**src/rtl/can_rxm_pkg.sv**
```systemverilog
package can_rxm_pkg;
    typedef enum logic [1:0] {
        CODE_INACTIVE = 2'd0,
        CODE_EMPTY    = 2'd1,
        CODE_FULL     = 2'd2,
        CODE_OVERRUN  = 2'd3
    } mb_code_e;

    typedef enum logic [1:0] {
        S_IDLE  = 2'd0,
        S_EVAL  = 2'd1,
        S_WRITE = 2'd2,
        S_PEND  = 2'd3
    } eng_state_e;
endpackage

```
**src/rtl/can_rxm_masks.sv**
```systemverilog
module can_rxm_masks #(
    parameter int NUM_MB = 16,
    parameter int ID_W   = 11,
    parameter int LEG_A  = 14,
    parameter int LEG_B  = 15,
    localparam int IDX_W = $clog2(NUM_MB)
) (
    input  logic                           clk,
    input  logic                           rst_n,
    input  logic                           compat_en,
    input  logic                           freeze,
    input  logic                           msk_we,
    input  logic                           msk_leg,
    input  logic [IDX_W-1:0]               msk_sel,
    input  logic [ID_W-1:0]                msk_val,
    output logic [NUM_MB-1:0][ID_W-1:0]    eff_mask
);
    logic [NUM_MB-1:0][ID_W-1:0] ind_q;
    logic [ID_W-1:0] glb_q, leg_a_q, leg_b_q;

    // per-mailbox masks live in RAM: no reset value
    always_ff @(posedge clk) begin
        if (msk_we && !msk_leg && compat_en && freeze)
            ind_q[msk_sel] <= msk_val;
    end

    always_ff @(posedge clk or negedge rst_n) begin
        if (!rst_n) begin
            glb_q   <= '1;
            leg_a_q <= '1;
            leg_b_q <= '1;
        end else if (msk_we && msk_leg && freeze) begin
            if (msk_sel == IDX_W'(0)) glb_q   <= msk_val;
            if (msk_sel == IDX_W'(1)) leg_a_q <= msk_val;
            if (msk_sel == IDX_W'(2)) leg_b_q <= msk_val;
        end
    end

    for (genvar i = 0; i < NUM_MB; i++) begin : g_eff
        if (i == LEG_A) begin : g_a
            assign eff_mask[i] = compat_en ? ind_q[i] : leg_a_q;
        end else if (i == LEG_B) begin : g_b
            assign eff_mask[i] = compat_en ? ind_q[i] : leg_b_q;
        end else begin : g_g
            assign eff_mask[i] = compat_en ? ind_q[i] : glb_q;
        end
    end

    assert_ind_guard_R9: assert property (@(posedge clk) disable iff (!rst_n)
        (msk_we && !msk_leg && !(compat_en && freeze)) |=> $stable(ind_q));
    assert_leg_guard_R9: assert property (@(posedge clk) disable iff (!rst_n)
        (msk_we && msk_leg && !freeze) |=> $stable({glb_q, leg_a_q, leg_b_q}));
endmodule

```
**src/rtl/can_rxm_slots.sv**
```systemverilog
module can_rxm_slots
    import can_rxm_pkg::*;
#(
    parameter int NUM_MB = 16,
    parameter int ID_W   = 11,
    parameter int TS_W   = 16,
    localparam int IDX_W = $clog2(NUM_MB)
) (
    input  logic                           clk,
    input  logic                           rst_n,
    input  logic                           cfg_we,
    input  logic [IDX_W-1:0]               cfg_idx,
    input  logic [ID_W-1:0]                cfg_id,
    input  logic                           cfg_on,
    input  logic                           lk_we,
    input  logic [IDX_W-1:0]               lk_idx,
    input  logic                           lk_set,
    input  logic                           st_en,
    input  logic [IDX_W-1:0]               st_idx,
    input  logic                           st_ovr,
    input  logic [ID_W-1:0]                st_id,
    input  logic [TS_W-1:0]                st_ts,
    output mb_code_e [NUM_MB-1:0]          code_o,
    output logic [NUM_MB-1:0][ID_W-1:0]    id_o,
    output logic [NUM_MB-1:0][ID_W-1:0]    fid_o,
    output logic [NUM_MB-1:0][TS_W-1:0]    ts_o,
    output logic [NUM_MB-1:0]              lock_o,
    output logic [NUM_MB-1:0]              free_o
);
    mb_code_e [NUM_MB-1:0]       code_q;
    logic [NUM_MB-1:0]           lock_q, svc_q;
    logic [NUM_MB-1:0][ID_W-1:0] id_q, fid_q;
    logic [NUM_MB-1:0][TS_W-1:0] ts_q;

    for (genvar i = 0; i < NUM_MB; i++) begin : g_slot
        always_ff @(posedge clk or negedge rst_n) begin
            if (!rst_n) begin
                code_q[i] <= CODE_INACTIVE;
                lock_q[i] <= 1'b0;
                svc_q[i]  <= 1'b0;
                id_q[i]   <= '0;
                fid_q[i]  <= '0;
                ts_q[i]   <= '0;
            end else begin
                if (cfg_we && cfg_idx == IDX_W'(i)) begin
                    code_q[i] <= cfg_on ? CODE_EMPTY : CODE_INACTIVE;
                    id_q[i]   <= cfg_id;
                    svc_q[i]  <= 1'b0;
                end
                if (lk_we && lk_idx == IDX_W'(i)) begin
                    lock_q[i] <= lk_set;
                    if (!lk_set && lock_q[i]) svc_q[i] <= 1'b1;
                end
                if (st_en && st_idx == IDX_W'(i)) begin
                    code_q[i] <= st_ovr ? CODE_OVERRUN : CODE_FULL;
                    fid_q[i]  <= st_id;
                    ts_q[i]   <= st_ts;
                    svc_q[i]  <= 1'b0;
                end
            end
        end
        assign free_o[i] = !lock_q[i] && ((code_q[i] == CODE_EMPTY) ||
                           ((code_q[i] == CODE_FULL || code_q[i] == CODE_OVERRUN) && svc_q[i]));
    end

    assign code_o = code_q;
    assign id_o   = id_q;
    assign fid_o  = fid_q;
    assign ts_o   = ts_q;
    assign lock_o = lock_q;

    assert_store_code_R5: assert property (@(posedge clk) disable iff (!rst_n)
        st_en |=> (code_q[$past(st_idx)] == ($past(st_ovr) ? CODE_OVERRUN : CODE_FULL)));
    assert_store_svc_R4: assert property (@(posedge clk) disable iff (!rst_n)
        st_en |=> !svc_q[$past(st_idx)]);
endmodule

```
**src/rtl/can_rxm_pick.sv**
```systemverilog
module can_rxm_pick #(
    parameter int NUM_MB = 16,
    parameter int ID_W   = 11,
    localparam int IDX_W = $clog2(NUM_MB)
) (
    input  logic [ID_W-1:0]                smb_id,
    input  logic                           compat_en,
    input  logic [NUM_MB-1:0]              active,
    input  logic [NUM_MB-1:0]              free,
    input  logic [NUM_MB-1:0]              locked,
    input  logic [NUM_MB-1:0][ID_W-1:0]    mb_id,
    input  logic [NUM_MB-1:0][ID_W-1:0]    mb_mask,
    output logic                           hit_o,
    output logic [IDX_W-1:0]               tgt_o,
    output logic                           ovr_o,
    output logic                           hold_o
);
    logic [NUM_MB-1:0] match;
    logic              any_m, ff_hit;
    logic [IDX_W-1:0]  first_m, last_m, first_free;

    for (genvar i = 0; i < NUM_MB; i++) begin : g_match
        assign match[i] = active[i] && (((mb_id[i] ^ smb_id) & mb_mask[i]) == '0);
    end

    always_comb begin
        any_m = 1'b0; ff_hit = 1'b0;
        first_m = '0; last_m = '0; first_free = '0;
        for (int i = NUM_MB - 1; i >= 0; i--) begin
            if (match[i]) first_m = IDX_W'(i);
            if (match[i] && free[i]) begin
                ff_hit     = 1'b1;
                first_free = IDX_W'(i);
            end
        end
        for (int i = 0; i < NUM_MB; i++) begin
            if (match[i]) begin
                any_m  = 1'b1;
                last_m = IDX_W'(i);
            end
        end
    end

    always_comb begin
        hit_o = any_m;
        if (compat_en) begin
            tgt_o  = ff_hit ? first_free : last_m;
            ovr_o  = !ff_hit;
            hold_o = !ff_hit && locked[last_m];
        end else begin
            tgt_o  = first_m;
            ovr_o  = !free[first_m];
            hold_o = locked[first_m];
        end
    end
endmodule

```
**src/rtl/can_rx_mbox_match.sv**
```systemverilog
module can_rx_mbox_match
    import can_rxm_pkg::*;
#(
    parameter int NUM_MB = 16,
    parameter int ID_W   = 11,
    parameter int TS_W   = 16,
    localparam int IDX_W = $clog2(NUM_MB)
) (
    input  logic              clk,
    input  logic              rst_n,
    input  logic              frm_valid,
    input  logic [ID_W-1:0]   frm_id,
    input  logic              compat_en,
    input  logic              freeze,
    input  logic              cfg_we,
    input  logic [IDX_W-1:0]  cfg_idx,
    input  logic [ID_W-1:0]   cfg_id,
    input  logic              cfg_on,
    input  logic              lk_we,
    input  logic [IDX_W-1:0]  lk_idx,
    input  logic              lk_set,
    input  logic              msk_we,
    input  logic              msk_leg,
    input  logic [IDX_W-1:0]  msk_sel,
    input  logic [ID_W-1:0]   msk_val,
    input  logic [IDX_W-1:0]  rd_idx,
    output logic [1:0]        rd_code,
    output logic [TS_W-1:0]   rd_ts,
    output logic [ID_W-1:0]   rd_fid,
    output logic [NUM_MB-1:0] irq_o
);
    eng_state_e state_q, state_d;
    logic [ID_W-1:0]  smb_q;
    logic [IDX_W-1:0] tgt_q;
    logic             ovr_q;
    logic [TS_W-1:0]  ts_q;
    logic [NUM_MB-1:0] irq_q;

    mb_code_e [NUM_MB-1:0]       code_arr;
    logic [NUM_MB-1:0][ID_W-1:0] id_arr, fid_arr, mask_arr;
    logic [NUM_MB-1:0][TS_W-1:0] ts_arr;
    logic [NUM_MB-1:0]           lock_arr, free_arr, act_arr;
    logic                        hit, ovr, hold, st_en;
    logic [IDX_W-1:0]            tgt;

    for (genvar i = 0; i < NUM_MB; i++) begin : g_act
        assign act_arr[i] = (code_arr[i] != CODE_INACTIVE);
    end

    can_rxm_masks #(.NUM_MB(NUM_MB), .ID_W(ID_W)) u_masks (
        .clk(clk), .rst_n(rst_n), .compat_en(compat_en), .freeze(freeze),
        .msk_we(msk_we), .msk_leg(msk_leg), .msk_sel(msk_sel), .msk_val(msk_val),
        .eff_mask(mask_arr)
    );

    can_rxm_slots #(.NUM_MB(NUM_MB), .ID_W(ID_W), .TS_W(TS_W)) u_slots (
        .clk(clk), .rst_n(rst_n),
        .cfg_we(cfg_we), .cfg_idx(cfg_idx), .cfg_id(cfg_id), .cfg_on(cfg_on),
        .lk_we(lk_we), .lk_idx(lk_idx), .lk_set(lk_set),
        .st_en(st_en), .st_idx(tgt_q), .st_ovr(ovr_q), .st_id(smb_q), .st_ts(ts_q),
        .code_o(code_arr), .id_o(id_arr), .fid_o(fid_arr), .ts_o(ts_arr),
        .lock_o(lock_arr), .free_o(free_arr)
    );

    can_rxm_pick #(.NUM_MB(NUM_MB), .ID_W(ID_W)) u_pick (
        .smb_id(smb_q), .compat_en(compat_en), .active(act_arr), .free(free_arr),
        .locked(lock_arr), .mb_id(id_arr), .mb_mask(mask_arr),
        .hit_o(hit), .tgt_o(tgt), .ovr_o(ovr), .hold_o(hold)
    );

    // state register
    always_ff @(posedge clk or negedge rst_n) begin
        if (!rst_n) state_q <= S_IDLE;
        else        state_q <= state_d;
    end

    always_comb begin
        state_d = state_q;
        unique case (state_q)
            S_IDLE:  if (frm_valid) state_d = S_EVAL;
            S_EVAL:  state_d = !hit ? S_IDLE : (hold ? S_PEND : S_WRITE);
            S_WRITE: state_d = S_IDLE;
            S_PEND:  if (!lock_arr[tgt_q]) state_d = S_EVAL;
        endcase
    end

    assign st_en = (state_q == S_WRITE);

    // datapath and outputs
    always_ff @(posedge clk or negedge rst_n) begin
        if (!rst_n) begin
            smb_q <= '0;
            tgt_q <= '0;
            ovr_q <= 1'b0;
            ts_q  <= '0;
            irq_q <= '0;
        end else begin
            ts_q  <= ts_q + TS_W'(1);
            irq_q <= '0;
            unique case (state_q)
                S_IDLE:  if (frm_valid) smb_q <= frm_id;
                S_EVAL:  begin tgt_q <= tgt; ovr_q <= ovr; end
                S_WRITE: irq_q[tgt_q] <= 1'b1;
                S_PEND:  ;
            endcase
        end
    end

    assign irq_o   = irq_q;
    assign rd_code = code_arr[rd_idx];
    assign rd_ts   = ts_arr[rd_idx];
    assign rd_fid  = fid_arr[rd_idx];

    assert_irq_single_R3: assert property (@(posedge clk) disable iff (!rst_n)
        $onehot0(irq_o));
    assert_write_pulse_R3: assert property (@(posedge clk) disable iff (!rst_n)
        (state_q == S_WRITE) |=> ($countones(irq_o) == 1));
    assert_pend_quiet_R6: assert property (@(posedge clk) disable iff (!rst_n)
        (state_q == S_PEND) |-> (irq_o == '0));
    assert_ts_step_R10: assert property (@(posedge clk) disable iff (!rst_n)
        $past(rst_n) |-> (ts_q == $past(ts_q) + TS_W'(1)));
endmodule

```
**config.mk**
```make
export PLATFORM = sky130hd
export DESIGN_NAME = can_rx_mbox_match
export DESIGN_NICKNAME = d
export VERILOG_FILES = /design/src/rtl/can_rxm_pkg.sv /design/src/rtl/can_rxm_masks.sv /design/src/rtl/can_rxm_slots.sv /design/src/rtl/can_rxm_pick.sv /design/src/rtl/can_rx_mbox_match.sv
export SDC_FILE = /design/constraint.sdc
export NUM_CORES = 2
export LEC_CHECK = 0
export ABC_AREA = 0
export BUFFER_PORTS_ARGS = -buffer_cell sky130_fd_sc_hd__buf_2
export CORE_AREA = 3 3 332 334
export DETAILED_ROUTE_END_ITERATION = 10
export DIE_AREA = 0 0 335 337
export GPL_TIMING_DRIVEN = 0
export PLACE_DENSITY = 0.58
export SLEW_MARGIN = 20
export SYNTH_ARGS = -nofsm -noshare
export SYNTH_HDL_FRONTEND = slang
export SYNTH_HIERARCHICAL = 1
export SYNTH_SLANG_ARGS = --single-unit
```
**constraint.sdc**
```tcl
create_clock -name clk -period 7.8 [get_ports clk]
set_clock_uncertainty 0.2 [all_clocks]
set_input_delay 0.78 -clock clk [delete_from_list [all_inputs] [get_ports clk]]
set_output_delay 0.78 -clock clk [all_outputs]
set_load 0.03 [all_outputs]
```
==> results.json <==
{
  "status": "finished clean",
  "power_mw": 16.8,
  "synth_top_cell_area_share": 0.411,
  "regToRegSetupSlack_ps": 2430,
  "drtAntennaViolNets": 0,
  "gr-total-overflow": 0,
  "worstPathArrival_ps": 6360,
  "muxShareOfSynthArea": 0.267,
  "cts_tree": "built",
  "vias": 27900,
  "worstSetupPathType": "input port to flop",
  "setup_ws_ps": 1810,
  "drive_gt1_frac": 0.385,
  "area_delta_synth_final_pct": 13.4,
  "synth_area_per_cell_um2": 13.7,
  "wire_per_inst_um": 27.2,
  "synth-edff-count": 176,
  "cp_common_cell": "buf_2",
  "setup_violations": 0,
  "dr_wl_met2_um": 60400,
  "regArea_um2": 24200,
  "synthAdderAreaFrac": 0.000285,
  "cts_resized": 0,
  "final_util": 0.464,
  "num_io_pins": 105,
  "drt-vias-per-instance": 5.69,
  "routed_wl_um": 133000,
  "final.period_utilization": 0.767,
  "cp_slowest_stage_delay_ps": 820,
  "drv_cap": 0,
  "die_area_um2": 113000,
  "grt_pass1_wl_um": 195000,
  "synthCells": 3197,
  "synth_top_area_cell": "dfrtp_1",
  "grt_setup_unrepaired": "no",
  "worstPathCellList": "buf_2 -> buf_2 -> clkbuf_1 -> nand2b_1 -> buf_2 -> nand2_1 -> a22oi_1 -> nand2_1 -> nor3_1 -> nor2_1 -> nand4_1 -> nand2b_1 -> buf_2 -> mux4_2 -> and2_1 -> o211a_1 -> a311o_1 -> a21o_1 -> a21o_1",
  "portBuffers": 98,
  "synthTopCellsByArea": "dfrtp_1 41%, mux2_2 17%, edfxtp_1 12%",
  "die_w_um": 335,
  "ys_seq_area_frac": 0.551,
  "power.density_nw_per_um2": 337,
  "fill_cells": 9782,
  "end_kind": "flop",
  "wl_met3_um": 8590,
  "ys.flop_type": "dfrtp_1",
  "highest_layer": "met5",
  "synth_area_um2": 43900,
  "ys_seq_elements": 931,
  "hpwlAfterDp_um": 87700,
  "clk_path_buf_depth": 3,
  "hold_viol": 0,
  "grt_usage": 0.237,
  "synth_xor_area_frac": 0.0379,
  "worstSkewPairLatency_ps": 690,
  "cts_inserted_buffers": 101,
  "synthSimpleGateAreaFrac": 0.0765,
  "cp.required_ps": 8180,
  "async_reset_ff_frac": 0.811,
  "core_area_um2": 107000,
  "h-tree-depth": 3,
  "cts_sinks": 931,
  "post-place-ws_ps": 1200,
  "start_kind": "input port",
  "die_h_um": 337,
  "fin_nets": 3470,
  "first_pass_iters": 6,
  "synth_compound_area_frac": 0.0382,
  "yosysWarnings": 6,
  "wl_met1_um": 60300,
  "clock.fmax_ghz": 0.167,
  "clk_pin_slew_ps": 60,
  "setup-tns-final_ps": 0,
  "p_leak_nw": 22.6,
  "drc": 0,
  "final_common_cell": "dfrtp_1",
  "synth_top_family_by_area": "multiplexers",
  "slew_violations": 0,
  "tightest_slew_ps": 1180,
  "slew_headroom": 0.213,
  "grt_max_degree": 129,
  "holdWs_ps": 128,
  "drt-initial-drc-count": 2568,
  "clock-root-buffer": "clkbuf_16",
  "final_cell_mix": "722 x dfrtp_1, 675 x mux2_2, 408 x nand2_1, 182 x xor2_1, 176 x edfxtp_1",
  "multiInputGateArea_um2": 18500,
  "ir_drop_uv": 200,
  "crit_slowest_cell": "nor3_1",
  "synth_nets": 3258,
  "yosysUniqueCellTypes": 82,
  "initial_core_util": 0.410,
  "critPathMaxFanout": 10,
  "num_rows": 120,
  "grt_pass1_vias": 28000,
  "antenna_found_initial": 10,
  "fin_crit_ps": 5990,
  "gp_congestion": 0.886,
  "min_path_type": "input port to flop"
}
per-layer routing:
layer	vias to the layer above	GRT usage
met5	-	0
met4	4	0.0719
met3	197	0.0384
met2	912	0.366
met1	14800	0.344
li1	12000	-
flip-flops by register name, summed over array words and instances, names as in the netlist:
name / cells
u_masks/leg_b_q: 11
u_slots/code_o: 32
ts_q: 16
state_q: 2
u_slots/lock_o: 16
tgt_q: 4
smb_q: 11
u_slots/svc_q: 16
ovr_q: 1
u_masks/ind_q: 176
u_slots/fid_o: 176
u_slots/id_o: 176
irq_o: 16
u_masks/glb_q: 11
u_masks/leg_a_q: 11
u_slots/ts_o: 256
kinds of logic (layout without fill, tap and decap cells):
family                   count (synthesis)  count (layout)
AO/OA/AOI/OAI                          242             242
XOR/XNOR                               190             190
adder cells (fa/ha/maj)                  1               1
buffers and inverters                  224             519
flip-flops                             931             931
multiplexers                           887             887
other                                    0               2
AND/OR/NAND/NOR                        722             722
path summary, 6_finish.rpt:
path | start | end | cells after the start
setup / recovery | compat_en | state_q[0]$_DFFE_PN0P_ | 19
hold / removal | frm_id[2] | smb_q[2]$_DFFE_PN0P_ | 2
setup reg to reg | u_masks/glb_q[8]$_DFFE_PN1P_ | state_q[0]$_DFFE_PN0P_ | 16
hold reg to reg | u_slots/ts_o[39]$_DFFE_PN0P_ | u_slots/ts_o[39]$_DFFE_PN0P_ | 1
max in group asynchronous | rst_n | u_slots/fid_o[57]$_DFFE_PN0P_ | 6
min in group asynchronous | rst_n | u_slots/id_o[56]$_DFFE_PN0P_ | 2
layout make-up:
type                    count  area share
clock buffers             153      0.0593
plain buffers             216      0.0251
well taps                1403      0.0353
inverters                   8    0.000603
flip-flops and latches    931       0.486
multi-input cells        2042       0.371
clock inverters            33     0.00812
diodes                      2    0.000101
repair buffers            109      0.0143
power breakdown:
| part | leakage (nW) | total (mW) | switching (mW) | internal (mW) |
|---|---|---|---|---|
| logic | 9.54 | 5.22 | 2.85 | 2.37 |
| clock network | 1.65 | 4.82 | 2.03 | 2.79 |
| registers | 11.4 | 6.72 | 0.740 | 5.98 |
metrics by stage:
stage | instance area (um^2) | cells
floorplan | 43900 | 3197
CTS | 49800 | 4895
detailed placement | 46400 | 4708
global route | 49800 | 4895
finish | 49800 | 4897
global placement | 46200 | 4698
what timing repair did:
action | 4_1_cts | 5_1_grt
hold buffers | 1 | 0
setup buffers | 0 | 0
endpoints found under the setup margin | 0 | 0
hold endpoints to repair | 77 | 0
worst max-delay path: cells and delay by family:
kind | cells | cell delay [ps]
muxes | 1 | 520
buffers and inverters | 5 | 1640
AOI/OAI and AO/OA | 5 | 1140
and+or+nand+nor | 8 | 2260
synthesized netlist by cell type (all sizes together), types with 2 or more instances:
cell and instances:
a22oi 100, xor2 182, nor2b 6, a21boi 3, dfrtp 722, and4 2, nor3b 10, a22o 3
a31oi 12, and2 2, nor3 32, nor2 99, dfstp 33, a21oi 22, o211a 2, nor4 2
a21o 10, nand3b 12, or3b 3, a311o 2, inv 7, buf 136, or3 7, clkbuf 80
nand2 415, a31o 3, o21ai 63, and3 9, nand3 60, xnor2 8, o31ai 2, and3b 9
mux4 150, a2bb2oi 3, o211ai 2, nand2b 24, edfxtp 176, nand4b 3, mux2 699, a211oi 3
or2 20, o311ai 3, mux2i 38, nand4 3
(Power assumes the default switching activity.)
